### config.mk
export PLATFORM = sky130hd
export DESIGN_NAME = vld_len_decoder
export DESIGN_NICKNAME = d
export VERILOG_FILES = /design/src/rtl/vld_pkg.sv /design/src/rtl/vld_pattern_bank.sv /design/src/rtl/vld_class_match.sv /design/src/rtl/vld_prio_len.sv /design/src/rtl/vld_len_decoder.sv
export SDC_FILE = /design/constraint.sdc
export NUM_CORES = 1
export LEC_CHECK = 0
export CAP_MARGIN = 20
export CORE_UTILIZATION = 40
export CTS_CLUSTER_DIAMETER = 100
export DETAILED_ROUTE_END_ITERATION = 8
export PLACE_DENSITY = 0.67
export SYNTH_ARGS = -nofsm -noshare
export SYNTH_HDL_FRONTEND = slang
export SYNTH_HIERARCHICAL = 1
export SYNTH_SLANG_ARGS = --single-unit
### constraint.sdc
create_clock -name clk -period 2.9 [get_ports clk]
set_input_delay 0.435 -clock clk [delete_from_list [all_inputs] [get_ports clk]]
set_output_delay 0.435 -clock clk [all_outputs]
set_load 0.02 [all_outputs]
### src/rtl/vld_pkg.sv
package vld_pkg;
   localparam int OPC_W   = 8;
   localparam int LEN_W   = 3;
   localparam int CLASS_N = 7;

   typedef logic [OPC_W-1:0]   opc_t;
   typedef logic [LEN_W-1:0]   len_t;
   typedef logic [CLASS_N-1:0] cls_vec_t;
endpackage

### src/rtl/vld_pattern_bank.sv
// Generic bank of mask/compare terms; hit when any entry matches.
module vld_pattern_bank #(
   parameter int               W       = 8,
   parameter int               N       = 1,
   parameter logic [N*W-1:0]   MASKS   = '0,
   parameter logic [N*W-1:0]   VALUES  = '0
) (
   input  logic [W-1:0] byte_i,
   output logic         hit_o
);
   localparam int N_CHK = N;

   if (N_CHK < 1) begin : g_bad_n
      $error("vld_pattern_bank: N must be at least 1");
   end

   logic [N-1:0] term;

   for (genvar i = 0; i < N; i++) begin : g_term
      localparam logic [W-1:0] M = MASKS[i*W +: W];
      localparam logic [W-1:0] V = VALUES[i*W +: W];
      if ((V & ~M) != '0) begin : g_bad_pair
         $error("vld_pattern_bank: compare value has bits outside its mask");
      end
      assign term[i] = ((byte_i & M) == V);
   end

   assign hit_o = |term;
endmodule

### src/rtl/vld_class_match.sv
// Produces one raw hit per length class; priority is resolved downstream.
module vld_class_match
   import vld_pkg::*;
#(
   parameter int W = OPC_W,
   parameter int N_CLASS = CLASS_N
) (
   input  logic [W-1:0]       byte_i,
   output logic [N_CLASS-1:0] hit_o
);
   if (W != 8) begin : g_bad_w
      $error("vld_class_match: pattern tables are written for 8-bit opcodes");
   end
   if (N_CLASS != 7) begin : g_bad_cls
      $error("vld_class_match: exactly seven length classes are defined");
   end

   // ---- single-byte patterns ----
   logic one_tab;
   vld_pattern_bank #(
      .W(W), .N(15),
      .MASKS ({8'hFF,8'hFF, 8'hFC,8'hFC,8'hFC,8'hFC,8'hFC,8'hFC,
               8'hF0,8'hF0,8'hF0,8'hF0, 8'hF3,8'hF3,8'hF3}),
      .VALUES({8'hFF,8'hCB, 8'hD8,8'hD4,8'hD0,8'h54,8'h50,8'h3C,
               8'hE0,8'h70,8'h60,8'h10, 8'h41,8'h40,8'h00})
   ) u_one (.byte_i(byte_i), .hit_o(one_tab));

   // ---- upper-nibble 0x8..0xB group with sub-field comparison ----
   logic grp_hi;
   logic diag_eq;
   vld_pattern_bank #(
      .W(W), .N(1), .MASKS(8'hC0), .VALUES(8'h80)
   ) u_grp (.byte_i(byte_i), .hit_o(grp_hi));
   assign diag_eq = (byte_i[3:2] == byte_i[1:0]);

   // ---- two-byte patterns ----
   logic two_tab;
   vld_pattern_bank #(
      .W(W), .N(9),
      .MASKS ({8'hFF,8'hFE,8'hFC, 8'hF3,8'hF3, 8'hFC,8'hFC,8'hFC,8'hFC}),
      .VALUES({8'hF6,8'hF4,8'hF0, 8'h43,8'h42, 8'h5C,8'h58,8'h28,8'h20})
   ) u_two (.byte_i(byte_i), .hit_o(two_tab));

   logic row_c;
   logic row_c_excl;
   vld_pattern_bank #(
      .W(W), .N(1), .MASKS(8'hF0), .VALUES(8'hC0)
   ) u_rowc (.byte_i(byte_i), .hit_o(row_c));
   vld_pattern_bank #(
      .W(W), .N(3),
      .MASKS ({8'hFF,8'hFF,8'hFF}),
      .VALUES({8'hCD,8'hCC,8'hCB})
   ) u_rowc_x (.byte_i(byte_i), .hit_o(row_c_excl));

   // ---- three-byte patterns ----
   logic three_tab;
   vld_pattern_bank #(
      .W(W), .N(13),
      .MASKS ({8'hFC,8'hFC,8'hFC,8'hFC,8'hFC, 8'hF3,8'hF3,8'hF3,
               8'hFF,8'hFF,8'hFF,8'hFF,8'hFF}),
      .VALUES({8'h38,8'h34,8'h30,8'h2C,8'h24, 8'h03,8'h02,8'h01,
               8'hDF,8'hDE,8'hCC,8'hF9,8'hF8})
   ) u_three (.byte_i(byte_i), .hit_o(three_tab));

   // ---- long forms ----
   logic four_tab;
   logic five_tab;
   logic six_tab;
   vld_pattern_bank #(
      .W(W), .N(1), .MASKS(8'hFE), .VALUES(8'hFA)
   ) u_four (.byte_i(byte_i), .hit_o(four_tab));
   vld_pattern_bank #(
      .W(W), .N(2), .MASKS({8'hFF,8'hFF}), .VALUES({8'hDC,8'hCD})
   ) u_five (.byte_i(byte_i), .hit_o(five_tab));
   vld_pattern_bank #(
      .W(W), .N(1), .MASKS(8'hFE), .VALUES(8'hFC)
   ) u_six (.byte_i(byte_i), .hit_o(six_tab));

   assign hit_o[0] = one_tab | (grp_hi & ~diag_eq);
   assign hit_o[1] = two_tab | grp_hi | (row_c & ~row_c_excl);
   assign hit_o[2] = three_tab;
   assign hit_o[3] = four_tab;
   assign hit_o[4] = five_tab;
   assign hit_o[5] = six_tab;
   assign hit_o[6] = 1'b1;
endmodule

### src/rtl/vld_prio_len.sv
// Lowest-index hit wins; output is index + 1.
module vld_prio_len #(
   parameter int N_CLASS = 7,
   parameter int LEN_W   = 3
) (
   input  logic [N_CLASS-1:0] hit_i,
   output logic [LEN_W-1:0]   len_o
);
   if ((1 << LEN_W) <= N_CLASS) begin : g_bad_len
      $error("vld_prio_len: LEN_W too narrow for N_CLASS");
   end

   logic [N_CLASS-1:0] blocked;
   logic [N_CLASS-1:0] win;

   assign blocked[0] = 1'b0;
   for (genvar k = 1; k < N_CLASS; k++) begin : g_chain
      assign blocked[k] = blocked[k-1] | hit_i[k-1];
   end
   for (genvar k = 0; k < N_CLASS; k++) begin : g_win
      assign win[k] = hit_i[k] & ~blocked[k];
   end

   always_comb begin
      len_o = '0;
      for (int k = 0; k < N_CLASS; k++) begin
         if (win[k]) len_o = len_o | LEN_W'(k + 1);
      end
   end
endmodule

### src/rtl/vld_len_decoder.sv
module vld_len_decoder
   import vld_pkg::*;
#(
   parameter int OPC_BITS = OPC_W,
   parameter int LEN_BITS = LEN_W,
   parameter int N_CLASS  = CLASS_N,
   parameter bit REG_OUT  = 1'b1
) (
   input  logic                clk,
   input  logic                rst,
   input  logic                in_valid,
   input  logic [OPC_BITS-1:0] in_byte,
   output logic                len_valid,
   output logic [LEN_BITS-1:0] len_bytes
);
   localparam logic [LEN_BITS-1:0] LEN_RST = LEN_BITS'(1);

   if (OPC_BITS != 8) begin : g_bad_opc
      $error("vld_len_decoder: OPC_BITS must be 8");
   end

   logic [N_CLASS-1:0]  hit;
   logic [LEN_BITS-1:0] len_comb;

   vld_class_match #(.W(OPC_BITS), .N_CLASS(N_CLASS)) u_match (
      .byte_i(in_byte),
      .hit_o (hit)
   );

   vld_prio_len #(.N_CLASS(N_CLASS), .LEN_W(LEN_BITS)) u_prio (
      .hit_i(hit),
      .len_o(len_comb)
   );

   if (REG_OUT) begin : g_reg
      logic                vld_q;
      logic [LEN_BITS-1:0] len_q;
      always_ff @(posedge clk) begin
         if (rst) begin
            vld_q <= 1'b0;
            len_q <= LEN_RST;
         end else begin
            vld_q <= in_valid;
            if (in_valid) len_q <= len_comb;
         end
      end
      assign len_valid = vld_q;
      assign len_bytes = len_q;
   end else begin : g_comb
      assign len_valid = in_valid;
      assign len_bytes = len_comb;
   end
endmodule

* After elaboration in Yosys (flattened, before gate mapping)
Index checks and enable logic that the tools add are counted.
Word-level totals: bits of input ports 11, memory bits (read-only) 0, output and inout bits 4, bits in latches 0, RAM bits 0, memories kept 0, register bits 4
Cells by class: equality and inequality tests 43, multiplexer cells 7, shifts and indexed selects 0, multipliers 0, reductions and logical operators 6, $lt $le $gt $ge 0, $add $sub $neg 0, bitwise logic cells 22, div/mod/pow operators 0
Operator list (number):
- equality test 8 bit, second input constant | 10
- equality test 6 x 4 -> 1 bit, second input constant | 8
- equality test 6 x 5 -> 1 bit, second input constant | 8
- equality test 6 bit, second input constant | 4
- equality test 7 bit, second input constant | 3
- OR reduction 15 bit | 1
- OR reduction 13 bit | 1
- equality test 6 x 2 -> 1 bit, second input constant | 2
- 2-to-1 mux 3 bit | 4
- OR reduction 9 bit | 1
- equality test 4 x 3 -> 1 bit, second input constant | 2
- equality test 4 bit, second input constant | 2
- logical NOT 8 bit | 1
- bitwise OR 1 bit | 8
- bitwise AND 1 bit | 7
- inverter 1 bit | 7
- equality test 6 x 1 -> 1 bit, second input constant | 1
- equality test 4 x 1 -> 1 bit, second input constant | 1
- 2-to-1 mux 2 bit | 2
- OR reduction 3 bit | 1
- equality test 2 bit | 1
- equality test 2 bit, second input constant | 1
- OR reduction 2 bit | 1
- 2-to-1 mux 1 bit | 1

* Depth between registers and ports, before layout
Gate-level depths: netlist of run 1.
depth in word-level cells 13, gate-level depth with buffers 9

* Cells and area by module
The synthesis of run 1 kept the hierarchy.
Modules (own cells, without submodules):
- vld_len_decoder | seq. area each 80.1 sq um, area an instance 128.9 sq um, times used 1, cells each 11
- vld_pattern_bank at u_match.u_three | seq. area each 0.0 sq um, area an instance 83.8 sq um, times used 1, cells each 12
- vld_class_match | seq. area each 0.0 sq um, area an instance 82.6 sq um, times used 1, cells each 13
- vld_pattern_bank at u_match.u_one | seq. area each 0.0 sq um, area an instance 82.6 sq um, times used 1, cells each 12
- vld_prio_len | seq. area each 0.0 sq um, area an instance 61.3 sq um, times used 1, cells each 11
- vld_pattern_bank at u_match.u_two | seq. area each 0.0 sq um, area an instance 57.6 sq um, times used 1, cells each 8
- vld_pattern_bank at u_match.u_four ... | seq. area each 0.0 sq um, area an instance 17.5 sq um, times used 2, cells each 3
- vld_pattern_bank at u_match.u_rowc_x | seq. area each 0.0 sq um, area an instance 35.0 sq um, times used 1, cells each 4
- vld_pattern_bank at u_match.u_five | seq. area each 0.0 sq um, area an instance 32.5 sq um, times used 1, cells each 3
- vld_pattern_bank at u_match.u_grp | seq. area each 0.0 sq um, area an instance 13.8 sq um, times used 1, cells each 1
- vld_pattern_bank at u_match.u_rowc | seq. area each 0.0 sq um, area an instance 12.5 sq um, times used 1, cells each 1

* Least setup slack after synthesis of run 1
OpenSTA, ideal clock, no wires.
path type input -> register, from input port in_byte[4], to register g_reg.len_q[0], in the netlist len_bytes[0], arrival 1848 ps, cell stages on the path 9, path buffers 0, required time 2780 ps, setup slack 932 ps, setup time 120 ps, path through mux2i_1 or4b_1 a22oi_1 nor2_1 o21ai_0 inv_1 a21oi_1 o31ai_1 a211o_1
RTL lines:
- start: declaration | RTL line vld_len_decoder.sv:12 | input logic [OPC_BITS-1:0] in_byte,
- equality test 8 bit, or another cell as far along | RTL line vld_pattern_bank.sv:25 | assign term[i] = ((byte_i & M) == V);
- OR reduction 9 bit (*) | RTL line vld_pattern_bank.sv:28 | assign hit_o = |term;
- named net u_match.two_tab | RTL line vld_class_match.sv:37 | logic two_tab;
- bitwise OR 1 bit (*) (2 in a row) | RTL line vld_class_match.sv:80 | assign hit_o[1] = two_tab | grp_hi | (row_c & ~row_c_excl);
- named net hit[1] | RTL line vld_len_decoder.sv:22 | logic [N_CLASS-1:0] hit;
- bitwise OR 1 bit (*) | RTL line vld_prio_len.sv:18 | assign blocked[k] = blocked[k-1] | hit_i[k-1];
- inverter 1 bit / bitwise OR 1 bit (equally long branches) | RTL line vld_prio_len.sv:21, vld_prio_len.sv:18
- bitwise AND 1 bit / bitwise OR 1 bit (equally long branches) | RTL line vld_prio_len.sv:21, vld_prio_len.sv:18
- 2-to-1 mux 2 bit / inverter 1 bit (equally long branches) | RTL line vld_prio_len.sv:27, vld_prio_len.sv:21
- 2-to-1 mux 3 bit / bitwise AND 1 bit (equally long branches) | RTL line vld_prio_len.sv:27, vld_prio_len.sv:21
- 2-to-1 mux 3 bit (2 in a row) | RTL line vld_prio_len.sv:27 | if (win[k]) len_o = len_o | LEN_W'(k + 1);
- 2-to-1 mux 3 bit (*) | RTL line vld_prio_len.sv:27
- named net len_comb[0] | RTL line vld_len_decoder.sv:23 | logic [LEN_BITS-1:0] len_comb;
- end signal: assignment | RTL line vld_len_decoder.sv:44 | if (in_valid) len_q <= len_comb;
- end: declaration | RTL line vld_len_decoder.sv:37 | logic [LEN_BITS-1:0] len_q;
The timed path passes the listed nets; every way through them passes the cells marked *. A chain may end at the register's enable or synchronous reset.

* Worst setup path in the final report of run 1
from input port in_byte[3], to register g_reg.len_q[0], in the netlist len_bytes[0]
Same word-level chain as after synthesis.

==> results of run 1 <==
==> metrics by stage <==
step / cell area [um2] / cells
CTS: 845 / 119
global route: 845 / 119
finish: 845 / 119
global placement: 822 / 116
floorplan: 626 / 82
detailed placement: 822 / 116
==> registers in the layout, indices dropped and copies added (netlist names) <==
name,count
len_valid,1
len_bytes,3
==> worst paths after layout <==
check                           slack [ps]  cells past startpoint            to         start
worst max-delay path                   410                     10  len_bytes[0]    in_byte[3]
worst min register to register         500                      2  len_bytes[1]  len_bytes[1]
worst min-delay path                   500                      2  len_bytes[1]  len_bytes[1]
worst max register to register        2150                      2  len_bytes[0]  len_bytes[0]
==> routing by layer <==
metal / global-route usage / up-vias / wire length (um)
met5: 0 / - / 0
met2: 0.294 / 15 / 697
met4: 0.0194 / 0 / 0
li1: - / 357 / -
met3: 0.0652 / 0 / 54
met1: 0.279 / 335 / 826
==> cell usage after synthesis (2+ instances only) <==
cell type | number | area, um2
xor2_1 | 2 | 17.5
nand4b_1 | 2 | 17.5
dfxtp_1 | 4 | 80.1
buf_4 | 5 | 37.5
nand2_1 | 2 | 7.51
nand4_1 | 3 | 18.8
a21oi_1 | 4 | 20.0
nor3_1 | 4 | 20.0
inv_1 | 5 | 18.8
nor2b_1 | 3 | 18.8
nor3b_1 | 2 | 15.0
nand2b_1 | 2 | 12.5
nand3b_1 | 3 | 22.5
nand3_1 | 2 | 10.0
mux2i_1 | 3 | 30.0
a211o_1 | 2 | 17.5
nor2_1 | 8 | 30.0
o21ai_0 | 3 | 15.0
==> power breakdown <==
group | total [uW] | internal [uW] | leakage [uW] | switching, uW
combinational | 109 | 54.5 | 0.000274 | 54.6
clock | 65.7 | 46.0 | 0.0000138 | 19.7
sequential | 60.4 | 59.0 | 0.0000330 | 1.35
==> worst register-to-register path, stage by stage (launching register included) <==
cell     delay (ps)
dfxtp_1         300
nor2b_1         120
a211o_1         220
==> layout make-up <==
type                       count  area, um2
clock buffer                   3       22.5
multi-input combinational     68        489
fill                         139        538
timing repair buffer          24        215
inverter                       5       18.8
tap                           15       18.8
sequential                     4       80.1
==> cell families after synthesis <==
logic type | synth area share
XOR/XNOR | 0.0420
AO/OA/AOI/OAI | 0.296
AND/OR/NAND/NOR | 0.390
buffers and inverters | 0.0900
other | 0.00599
flip-flops | 0.128
multiplexers | 0.0480
==> placed cells by master (no fill, tap or decap), types with 2 or more instances in the layout <==
cell type,instances
a21oi_1,4
o21ai_0,3
clkdlybuf4s50_1,14
clkbuf_4,3
nand2b_1,2
nand4b_1,2
a211o_1,2
nor2b_1,3
nor2_1,8
nor3_1,4
nand4_1,3
buf_4,10
dfxtp_1,4
inv_1,5
nor3b_1,2
mux2i_1,3
nand3b_1,3
xor2_1,2
nand3_1,2
nand2_1,2
==> flow_summary.ini, run 1 <==
[run_status]
status = finished, final reports clean

[synthesis]
synthCells = 82
yosysWarnings = 6
syn_nets = 93
yosys_most_used_dff = dfxtp_1
netlist_area_um2 = 626
yosysSeqAreaShare = 0.128
yosysUniqueCellTypes = 41
ys_async_sr_fraction = 0
avgSynthCellArea_um2 = 7.63
synth-edff-count = 0
synth_seq_cells = 4

[floorplan]
fp.dieH_um = 41.5
placeableCoreArea_um2 = 1380
initial_core_util = 0.452
rows = 13
ioPinCount = 15
die-area_um2 = 1730
die_x_um = 41.5

[power]
static-leakage-power_uw = 0.000321
power_uw = 235
power_density_nw_per_um2 = 279
vdd_drop_max_uv = 294

[route]
drt_iter0_markers = 12
via_per_inst = 5.94
wl_um = 1580
vias = 707
firstDrtPassIters = 4
drtAntennaViolNets = 0
wire_per_inst_um = 13.3
drc = 0

[timing]
post-route-min-period_ps = 2490
fmax_mhz = 401
fin_skew_ps = 0
fin_ws_ps = 407
period_share = 0.860
setup_tns_ps = 0
tightestPinTransition_ps = 528
rsz0062_at_grt = no
holdWs_ps = 497
slew_viol_final = 0
setup_viol = 0
hold_viol_final = 0
relSlewSlack = 0.644

[worst_setup_path]
max_stage_delay_ps = 580
cp-end-kind = register
start_kind = input port
critPathTopFamily = compound AO/OA/AOI/OAI gates
crit_type = in -> reg
path_cells = clkdlybuf4s50_1 > mux2i_1 > or4b_1 > a22oi_1 > nor2_1 > o21ai_0 > inv_1 > a21oi_1 > o31ai_1 > a211o_1
crit_slowest_cell = clkdlybuf4s50_1
cp.arrival_ps = 2610
critical_path_buf_inv_count = 2
worstPathMaxFanout = 6
crit_required_ps = 3020

[global_routing]
gr-total-overflow = 0
grt_antenna_before_repair = 0
grtUsageTotal = 0.195
grt_max_degree = 18
grt_pass1_wl_um = 2680
grt_pass1_vias = 602

[clock_tree]
cts_tree = built
cts-root-buf = clkbuf_4
clockBufferDepth = 2
path_clk_slew_ps = 30
numCtsBuffers = 3
cts_hold_buffers = 0
cts.sinks = 4
clk_latency_ps = 230
h-tree-depth = 1
cts_setup_buffers = 0
cts-resized-gates = 0

[layout]
final_util = 0.611
syn2layout_area_growth_pct = 35.0
drive_above_1_share = 0.192
finalNetCount = 117
n_antenna_cell = 0

[placement]
gp_congestion = 0.736
dpl.hpwl_um = 1150
portBuffers = 14
dp_slack_ps = 166

[min_path]
hold_path_class = reg -> reg

[run]
drv_cap = 0
No activity file was read; power rests on OpenSTA's default activity.
==> run 2, diff against run 1 <==
- ABC_AREA: unset -> 1
- CAP_MARGIN: 20 -> unset
- CORE_ASPECT_RATIO: unset -> 1.5
- PLACE_DENSITY: 0.67 -> unset
==> run 2 against run 1 <==
Clock power is 4.9% higher. Flip-flop and latch count stayed put. Clock-buffer cell count stayed put. Cell area is 15% higher. Synthesized area is 30% higher. Critical path depth is 8 higher. Total power is 7.5% higher. Fmax is 7.2% higher. Final cell count is 71% higher. Critical path type unchanged.
==> flow_summary.ini, run 2 <==
[timing]
post-route-min-period_ps = 2330
hold_viol_final = 0
setup_tns_ps = 0
relSlewSlack = 0.621
period_share = 0.802
tightestPinTransition_ps = 566
setup_viol = 0
fin_skew_ps = 0
fmax_mhz = 430
slew_viol_final = 0
rsz0062_at_grt = no

[layout]
n_antenna_cell = 0
final_cell_area_um2 = 971
layout_common_cells = 60 x nand2_1, 43 x inv_1, 16 x nor2_1, 14 x clkdlybuf4s50_1
fill_cells = 210
drive_above_1_share = 0.104
syn2layout_area_growth_pct = 19.6
layout_commonest_cell = nand2_1
finalNetCount = 196
largest_register_ffs = 3

[worst_setup_path]
cp.arrival_ps = 2500
crit_required_ps = 3080
crit_top_cell = nand2_1
worstPathMaxFanout = 16
start_kind = input port
max_stage_delay_ps = 830
crit_type = in -> reg
crit_slowest_cell = clkdlybuf4s50_1
cp-end-kind = register
path_cells = clkdlybuf4s50_1 > inv_1 > nand2_1 > nand2_1 > nand2_1 > inv_1 > nand3_2 > nor2_2 > nor2_1 > o21ai_0 > inv_1 > nand2_1 > nor2_2 > a21boi_1 > inv_1 > nand2_1 > nand2_1 > nor2_1

[clock_tree]
numCtsBuffers = 3
cts.sinks = 4
cts_setup_buffers = 0
h-tree-depth = 1
clockBufferDepth = 2
cts_tree = built
clk_latency_ps = 230
cts_hold_buffers = 0
path_clk_slew_ps = 40
cts-resized-gates = 0
cts-root-buf = clkbuf_4

[route]
drc = 0
wl_met2_um = 1060
met1_length_um = 787
drt_iter0_markers = 43
via_per_inst = 4.65
wl_um = 1930
dr_wl_met3_um = 68
firstDrtPassIters = 4
routed.top_layer = met4
drtAntennaViolNets = 0
wire_per_inst_um = 9.47
vias = 948

[floorplan]
placeableCoreArea_um2 = 1880
fp.dieH_um = 57.2
initial_core_util = 0.432
die-area_um2 = 2220
die_x_um = 38.8
ioPinCount = 15
rows = 19

[synthesis]
netlist_top_cells_count = 60 x nand2_1, 43 x inv_1, 16 x nor2_1
netlist_area_um2 = 812
yosysTopAreaCellShare = 0.277
synthMostInstantiatedCell = nand2_1
synth_top_area_cell = nand2_1
yosysWarnings = 6
synth_seq_cells = 4
syn_nets = 181
synth-edff-count = 0
ys_async_sr_fraction = 0
yosysSeqAreaShare = 0.0986
yosysUniqueCellTypes = 18
avgSynthCellArea_um2 = 4.78
yosys_most_used_dff = dfxtp_1
synthTopCellsByArea = nand2_1 28%, inv_1 20%, dfxtp_1 9.9%
synthCells = 170

[global_routing]
grt_max_degree = 17
grtUsageTotal = 0.199
grt_pass1_wl_um = 3330
gr-total-overflow = 0
grt_antenna_before_repair = 0
grt_pass1_vias = 886

[placement]
place_area_um2 = 948
gp_congestion = 0.795
dpl.hpwl_um = 1450
portBuffers = 14

[power]
static-leakage-power_uw = 0.000588
vdd_drop_max_uv = 160
power_density_nw_per_um2 = 260
power_uw = 253

[run_status]
status = finished, final reports clean

[min_path]
hold_path_class = reg -> reg

[run]
drv_cap = 0
[run 2: changes by cell type in the layout (fill, tap and decap cells not counted), moves of 2 or more]
cell / delta
mux2i_1: -3
nor3_1: -4
nor2_1: +8
nor2b_1: -3
nand2b_1: -2
inv_1: +38
buf_4: -9
nor3b_1: -2
xor2_1: -2
nand2_1: +58
nand4b_1: -2
nand3_1: +10
a211o_1: -2
nor2_2: +12
[run 2: logic make-up (layout without fill, tap and decap cells)]
group,after synthesis,count (layout),synth area share
AO/OA/AOI/OAI,9,9,0.0678
buffers and inverters,49,62,0.250
flip-flops,4,4,0.0986
other,1,1,0.00462
AND/OR/NAND/NOR,107,107,0.579
[run 2: path summary, 6_finish.rpt]
check	from	end	slack [ps]	depth (start not counted)
worst max-delay path	in_byte[4]	len_bytes[2]	570	18
worst max register to register	len_bytes[2]	len_bytes[2]	2360	2
worst min register to register	len_bytes[0]	len_bytes[0]	450	2
worst min-delay path	len_bytes[0]	len_bytes[0]	450	2
[run 2: critical path, delay by kind of cell]
kind                   cells  cell delay (ps)
buffers and inverters      5             1120
and+or+nand+nor           11              700
AOI/OAI and AO/OA          2              250
[run 2: where the power goes]
part	leakage (uW)	internal (uW)	switching (uW)
clock	0.0000138	46.3	22.6
sequential	0.0000332	59.4	1.69
combinational	0.000541	49.7	73.2
total	0.000588	155	97.5
[run 2: area by class of cell]
class,instances,area (um2),share of cell area
inverters,44,165,0.170
repair buffers,15,148,0.152
clock buffers,3,22.5,0.0232
multi-input cells,117,529,0.545
flip-flops and latches,4,80.1,0.0825
well taps,21,26.3,0.0271
[run 2: through the flow]
step                 util  hold WS (ps)  worst slack (ps)  cells
global route        0.517           480               253    204
global placement    0.505           448               378    201
floorplan               -           507              1420    170
detailed placement  0.505           450               345    201
finish              0.517           450               574    204
CTS                 0.517           460               587    204
[run 2: routing by layer]
metal  track usage  vias to the layer above
met5             0                        -
met4        0.0591                        0
met3        0.0156                        2
met2         0.390                       31
met1         0.205                      399
li1              -                      516
